[src/rtl/sconv_slave_pkg.sv]
package sconv_slave_pkg;

    typedef enum logic {
        FRAME_LEVEL = 1'b0,
        FRAME_EDGE  = 1'b1
    } frame_mode_e;

    // Serial line events in the system clock domain
    typedef struct packed {
        logic sample;     // edge on which din is taken
        logic shift;      // edge on which dout advances
        logic sync_low;   // synchronized sync level is low
        logic sync_fell;  // sync high-to-low transition
        logic din;        // synchronized serial input
    } line_events_t;

    // Frame control strobes handed to the datapath
    typedef struct packed {
        logic start;   // new frame begins, transmit word captured
        logic reload;  // back-to-back frame boundary with sync held low
        logic last;    // 16th sampling edge of a frame
        logic active;  // frame in progress
    } frame_ctl_t;

    // Choose the edge of interest for a given polarity setting
    function automatic logic pick_edge(input logic rise, input logic fall, input logic swap);
        return swap ? fall : rise;
    endfunction

endpackage

[src/rtl/sconv_line_cond.sv]
module sconv_line_cond
    import sconv_slave_pkg::*;
#(
    parameter int STAGES = 2
) (
    input  logic         clk,
    input  logic         rst,
    input  logic         sclk,
    input  logic         sync_n,
    input  logic         din,
    input  logic         polarity,
    output line_events_t ev
);

    typedef struct packed {
        logic sck;
        logic syn;
        logic dat;
    } line_t;

    line_t                     raw;
    line_t [STAGES-1:0]        stg;
    line_t                     cur;
    line_t                     prev;
    logic                      sck_rise;
    logic                      sck_fall;

    assign raw = '{sck: sclk, syn: sync_n, dat: din};

    // Synchronizer chain; on reset it loads the live levels so no false edge appears
    always_ff @(posedge clk) begin
        if (rst) begin
            for (int i = 0; i < STAGES; i++) stg[i] <= raw;
            prev <= raw;
        end else begin
            stg[0] <= raw;
            for (int i = 1; i < STAGES; i++) stg[i] <= stg[i-1];
            prev <= stg[STAGES-1];
        end
    end

    assign cur      = stg[STAGES-1];
    assign sck_rise = cur.sck & ~prev.sck;
    assign sck_fall = ~cur.sck & prev.sck;

    always_comb begin
        ev.sample    = pick_edge(sck_rise, sck_fall, polarity);
        ev.shift     = pick_edge(sck_fall, sck_rise, polarity);
        ev.sync_low  = ~cur.syn;
        ev.sync_fell = ~cur.syn & prev.syn;
        ev.din       = cur.dat;
    end

endmodule

[src/rtl/sconv_frame_ctl.sv]
module sconv_frame_ctl
    import sconv_slave_pkg::*;
#(
    parameter int WORD_W = 16
) (
    input  logic         clk,
    input  logic         rst,
    input  frame_mode_e  mode,
    input  line_events_t ev,
    output frame_ctl_t   ctl,
    output logic         oe
);

    localparam int CNT_W = $clog2(WORD_W);
    localparam logic [CNT_W-1:0] LAST_IDX = CNT_W'(WORD_W - 1);

    logic             active;
    logic [CNT_W-1:0] cnt;
    logic             is_level;
    logic             start;
    logic             last;

    assign is_level = (mode == FRAME_LEVEL);

    // Level framing starts whenever sync is low and no frame is open;
    // edge framing starts (or restarts) on every falling sync edge.
    assign start = is_level ? (ev.sync_low & ~active) : ev.sync_fell;
    assign last  = active & ev.sample & ~start & (cnt == LAST_IDX)
                 & (~is_level | ev.sync_low);

    always_ff @(posedge clk) begin
        if (rst) begin
            active <= 1'b0;
            cnt    <= '0;
        end else if (start) begin
            active <= 1'b1;
            cnt    <= '0;
        end else if (is_level & ~ev.sync_low) begin
            active <= 1'b0;
        end else if (active & ev.sample) begin
            if (cnt == LAST_IDX) begin
                cnt    <= '0;
                active <= is_level;
            end else begin
                cnt <= cnt + 1'b1;
            end
        end
    end

    always_comb begin
        ctl.start  = start;
        ctl.reload = last & is_level;
        ctl.last   = last;
        ctl.active = active;
        oe         = is_level ? ev.sync_low : active;
    end

    // A new frame always begins from bit zero
    assert_count_cleared_on_start_R9: assert property (@(posedge clk) disable iff (rst)
        start |=> (cnt == '0));

    // The bit count moves only on a sampling edge or a frame start
    assert_count_moves_on_sample_R1: assert property (@(posedge clk) disable iff (rst)
        (!ev.sample && !start) |=> $stable(cnt));

endmodule

[src/rtl/sconv_shift_path.sv]
module sconv_shift_path
    import sconv_slave_pkg::*;
#(
    parameter int WORD_W = 16
) (
    input  logic              clk,
    input  logic              rst,
    input  line_events_t      ev,
    input  frame_ctl_t        ctl,
    input  logic [WORD_W-1:0] tx_word,
    output logic              dout,
    output logic [WORD_W-1:0] rx_word,
    output logic              rx_valid
);

    logic [WORD_W-1:0] tx_sh;
    logic [WORD_W-1:0] rx_sh;
    logic [WORD_W-1:0] rx_next;

    assign rx_next = {rx_sh[WORD_W-2:0], ev.din};

    // Transmit side: capture at frame start or boundary, shift on the output edge
    always_ff @(posedge clk) begin
        if (rst) begin
            tx_sh <= '0;
            dout  <= 1'b0;
        end else if (ctl.start) begin
            tx_sh <= tx_word;
            dout  <= 1'b0;
        end else if (ctl.reload) begin
            tx_sh <= tx_word;
        end else if (ctl.active & ev.shift) begin
            dout  <= tx_sh[WORD_W-1];
            tx_sh <= {tx_sh[WORD_W-2:0], 1'b0};
        end
    end

    // Receive side: shift on the sampling edge, publish on the last bit
    always_ff @(posedge clk) begin
        if (rst) begin
            rx_sh    <= '0;
            rx_word  <= '0;
            rx_valid <= 1'b0;
        end else begin
            rx_valid <= ctl.last;
            if (ctl.active & ev.sample & ~ctl.start) rx_sh <= rx_next;
            if (ctl.last) rx_word <= rx_next;
        end
    end

    // The valid strobe never lasts more than one cycle
    assert_valid_single_cycle_R1: assert property (@(posedge clk) disable iff (rst)
        rx_valid |=> !rx_valid);

    // The received word changes only together with the valid strobe
    assert_rx_word_held_R1: assert property (@(posedge clk) disable iff (rst)
        !rx_valid |-> $stable(rx_word));

endmodule

[src/rtl/sconv_serial_slave.sv]
module sconv_serial_slave
    import sconv_slave_pkg::*;
#(
    parameter int WORD_W      = 16,
    parameter int SYNC_STAGES = 2
) (
    input  logic              clk,
    input  logic              rst,
    input  logic              sclk,
    input  logic              sync_n,
    input  logic              din,
    input  logic              mode,
    input  logic              polarity,
    input  logic [WORD_W-1:0] tx_word,
    output logic              dout,
    output logic              dout_oe,
    output logic [WORD_W-1:0] rx_word,
    output logic              rx_valid
);

    line_events_t ev;
    frame_ctl_t   ctl;
    frame_mode_e  mode_e;

    assign mode_e = frame_mode_e'(mode);

    sconv_line_cond #(
        .STAGES (SYNC_STAGES)
    ) u_line (
        .clk      (clk),
        .rst      (rst),
        .sclk     (sclk),
        .sync_n   (sync_n),
        .din      (din),
        .polarity (polarity),
        .ev       (ev)
    );

    sconv_frame_ctl #(
        .WORD_W (WORD_W)
    ) u_ctl (
        .clk  (clk),
        .rst  (rst),
        .mode (mode_e),
        .ev   (ev),
        .ctl  (ctl),
        .oe   (dout_oe)
    );

    sconv_shift_path #(
        .WORD_W (WORD_W)
    ) u_path (
        .clk      (clk),
        .rst      (rst),
        .ev       (ev),
        .ctl      (ctl),
        .tx_word  (tx_word),
        .dout     (dout),
        .rx_word  (rx_word),
        .rx_valid (rx_valid)
    );

    // Level framing: a high sync keeps the output in high impedance
    assert_level_oe_off_R2: assert property (@(posedge clk) disable iff (rst)
        (mode_e == FRAME_LEVEL && !ev.sync_low) |-> !dout_oe);

    // Edge framing: an open frame keeps driving until its last bit or a restart
    assert_edge_oe_held_R8: assert property (@(posedge clk) disable iff (rst)
        (mode_e == FRAME_EDGE && dout_oe && !ctl.last && !ev.sync_fell) |=> dout_oe);

    // Level framing: a frame closed by sync never reports a word
    assert_discard_no_valid_R7: assert property (@(posedge clk) disable iff (rst)
        (mode_e == FRAME_LEVEL && !ev.sync_low) |=> !rx_valid);

endmodule

[config.mk]
export PLATFORM = sky130hd
export DESIGN_NAME = sconv_serial_slave
export DESIGN_NICKNAME = d
export VERILOG_FILES = /design/src/rtl/sconv_slave_pkg.sv /design/src/rtl/sconv_line_cond.sv /design/src/rtl/sconv_frame_ctl.sv /design/src/rtl/sconv_shift_path.sv /design/src/rtl/sconv_serial_slave.sv
export SDC_FILE = /design/constraint.sdc
export NUM_CORES = 1
export LEC_CHECK = 0
export CAP_MARGIN = 25
export CORE_MARGIN = 5
export CORE_UTILIZATION = 35
export CTS_CLUSTER_SIZE = 10
export DETAILED_ROUTE_END_ITERATION = 7
export GPL_TIMING_DRIVEN = 0
export MAX_ROUTING_LAYER = met4
export PLACE_DENSITY_LB_ADDON = 0.3
export REMOVE_ABC_BUFFERS = 1
export SYNTH_ARGS = -nofsm -noshare
export SYNTH_HDL_FRONTEND = slang
export SYNTH_SLANG_ARGS = --single-unit
[constraint.sdc]
create_clock -name clk -period 2.7 [get_ports clk]
set_clock_uncertainty 0.15 [all_clocks]
set_input_delay 0.54 -clock clk [delete_from_list [all_inputs] [get_ports clk]]
set_output_delay 0.54 -clock clk [all_outputs]
set_load 0.03 [all_outputs]
==> results of run 1 <==
[power groups by stage]
stage / logic [W] / registers, W / clock network, W
2_1_floorplan: 0.000107 / 0.000990 / 0
3_3_place_gp: 0.000180 / 0.000995 / 0
3_5_place_dp: 0.000183 / 0.000996 / 0
4_1_cts: 0.000183 / 0.000975 / 0.000858
5_1_grt: 0.000201 / 0.000980 / 0.000895
6_report: 0.000182 / 0.000976 / 0.000832
[state kept, by name, indices dropped and copies added (netlist names)]
name             count
u_line.cur           2
u_line.stg           3
u_line.prev          2
u_path.rx_sh        15
u_path.tx_sh        16
u_path.rx_word      16
u_ctl.active         1
u_line.ev            1
u_path.dout          1
u_ctl.cnt            4
u_path.rx_valid      1
[metrics by stage]
step                      TNS (ns)  total power, W  setup WS (ns)  cell area, sq um  cells
after floorplan                  0         0.00110          0.289              2590    261
after global placement      -35.89         0.00117         -0.821              3130    404
after detailed placement     -9.68         0.00118         -0.433              3170    406
after CTS                        0         0.00202         0.0549              3380    422
after global routing             0         0.00208         0.0257              3390    423
final                            0         0.00199          0.120              3390    423
[critical path, cell delays in order]
cell and delay [ns]:
clkdlybuf4s50_1 0.54, nand4bb_1 0.30, a2111o_2 0.61, and2_2 0.40
a311oi_1 0.27
[synthesized netlist by cell type, types with 2 or more instances]
cell type / number / share of area
o21ai_0: 6 / 0.011
mux2i_1: 33 / 0.12
nor2_1: 18 / 0.025
a311oi_1: 7 / 0.023
a21oi_1: 20 / 0.037
nand2_1: 36 / 0.050
nand3b_1: 2 / 0.0056
buf_6: 3 / 0.013
inv_1: 7 / 0.0098
clkbuf_1: 12 / 0.017
nand2b_1: 35 / 0.082
dfxtp_1: 62 / 0.46
nor2b_1: 3 / 0.0070
a311oi_2: 9 / 0.050
nand3_1: 2 / 0.0037
[final timing paths]
check,startpoint,endpoint,slack (ns),cells past startpoint
max,polarity,u_path.tx_sh[6],0.12,5
min,u_line.stg[2],u_line.cur[2],0.29,2
max reg2reg,u_ctl.cnt[0],u_path.tx_sh[6],0.37,5
min reg2reg,u_line.stg[2],u_line.cur[2],0.29,2
[routing by layer]
metal / track usage / up-vias / wire length [um]
met5: - / - / 0
met4: 0.0543 / 0 / 62
met3: 0.0280 / 5 / 153
met2: 0.174 / 25 / 2300
met1: 0.148 / 935 / 2650
li1: - / 1047 / -
[final cells by class]
type | instances | area share
multi-input cells | 192 | 0.393
repair buffers | 44 | 0.134
inverters | 7 | 0.00775
clock buffers | 11 | 0.0446
well taps | 102 | 0.0376
flip-flops and latches | 62 | 0.366
clock inverters | 5 | 0.0170
[cell families after synthesis]
group	after synthesis	share of synthesized area
buffers and inverters	24	0.0438
adders and majority gates	1	0.00466
xor gates and xnor gates	1	0.00326
muxes	34	0.127
DFF	62	0.462
AOI/OAI and AO/OA	52	0.156
and+or+nand+nor	104	0.202
[repair_timing]
action,in CTS,in global routing
endpoints found under the setup margin,17,12
gates resized for setup,2,1
hold endpoints to repair,0,0
pin swaps,0,0
==> key figures, run 1 <==
STA
  • Max Clock Freq: 0.388 GHz
  • Hold Fails Final Rpt: 0
  • Fin crit share: 0.955
  • Pins Over Slew Limit: 0
  • Fin Hold WS: 0.293 ns
  • RSZ-0062 raised after global routing: false
  • Min Tclk post-route: 2.58 ns
  • Final setup viols: 0
  • Worst Max-Slew Pin Slew: 0.829 ns
  • Relative slew slack: 0.446

GRT
  • GRT Util Overall: 0.116
  • Overflow after GRT: 0
  • Largest net degree at the start of global routing: 53
  • First-pass GRT wire length: 9.00 mm
  • Initial antenna violation count: 0
  • Vias in the first global route: 1924

Drt
  • Routed wire length: 5.17 mm
  • Detailed-route via count: 2012
  • Vias per cell: 4.76
  • DRT iter0 DRCs: 108
  • DRT Pass-1 Iters: 4
  • Routed WL per cell: 12.2 um
  • DRC: 0
  • Final ANT Viol Nets: 0

Finish
  • Commonest cells after routing, fill and taps aside: dfxtp_1 (62), clkdlybuf4s50_1 (39), nand2_1 (36)
  • FILL cells: 777
  • Share of cells above drive strength 1: 0.118
  • Final core utilization: 0.446
  • Multi-input combinational cell area: 1330 sq um
  • Commonest non-fill, non-tap cell in the layout: dfxtp_1
  • Final Net Count: 340
  • Register Area: 1240 sq um
  • Ant diodes: 0
  • P&R area growth vs syn: 26.4%

Synthesis
  • Avg Synthesized Cell Area: 9.65 sq um
  • Post-synth top flop: dfxtp_1
  • Synthesized flop and latch total: 62
  • Post-Syn Area: 2680 sq um
  • Synth unique cells: 38
  • Mapped Cells: 278
  • Register area share after synthesis: 0.462
  • Share of synthesized registers carrying an async set or reset: 0
  • Ys Warns: 0
  • Post-synth EDFFs: 0

Floorplan
  • Initial Utilization: 0.353
  • Die area: 9520 sq um
  • Die width: 97.6 um
  • Core footprint: 7610 sq um
  • Die height: 97.6 um
  • Row count: 32
  • IO Pins: 42

Power
  • P_int: 0.00151 W
  • LEAKAGE: 1.25 nW
  • Clk pwr share: 0.418
  • Sequential Power Share: 0.490
  • Net Switching: 0.000475 W
  • IR drop worst, VDD: 0.000330 V
  • Combinational share of power: 0.091
  • Net Sw Frac: 0.239
  • Pwr dens: 587 nW/um^2

Worst setup path
  • Arrival @ worst endpoint: 2.66 ns
  • Crit Path Category: in -> reg
  • Setup crit start kind: input port
  • Critical Path End Type: register
  • Crit path max fanout: 16
  • CP Data Required Time: 2.78 ns

Clocking
  • Clk_lat worst skew: 0.32 ns
  • Clock sink count: 62
  • Post-CTS setup buffers: 0
  • CTS tree: done
  • Root buf cell: clkbuf_8
  • CTS Buf Count: 9
  • Clock transition at path regs: 0.07 ns
  • H-tree level count: 3
  • CTS Buffer Depth: 2
  • Post-CTS Hold Fix Bufs: 0

Placed design
  • Gpl congestion: 0.693
  • I/O Buffers: 41
  • DPL Wire Length: 3.49 mm

Outcome
  • Run status: completed

Min path
  • Hold Crit Class: reg -> reg

Run
  • Number of max-cap violations: 0
No activity file was read; power rests on OpenSTA's default activity.
==> inputs of run 2 (changes only) <==
Settings changed: CTS_CLUSTER_DIAMETER from default to 50.
==> results of run 2 <==
No change in the layout: final DEF, timing and power equal those of run 1.
==> inputs of run 3 (changes only) <==
Settings changed: ABC_CLOCK_PERIOD_IN_PS from default to 2700, HOLD_SLACK_MARGIN from default to 0.03.
==> results of run 3 <==
No change in the layout: final DEF, timing and power equal those of run 1.
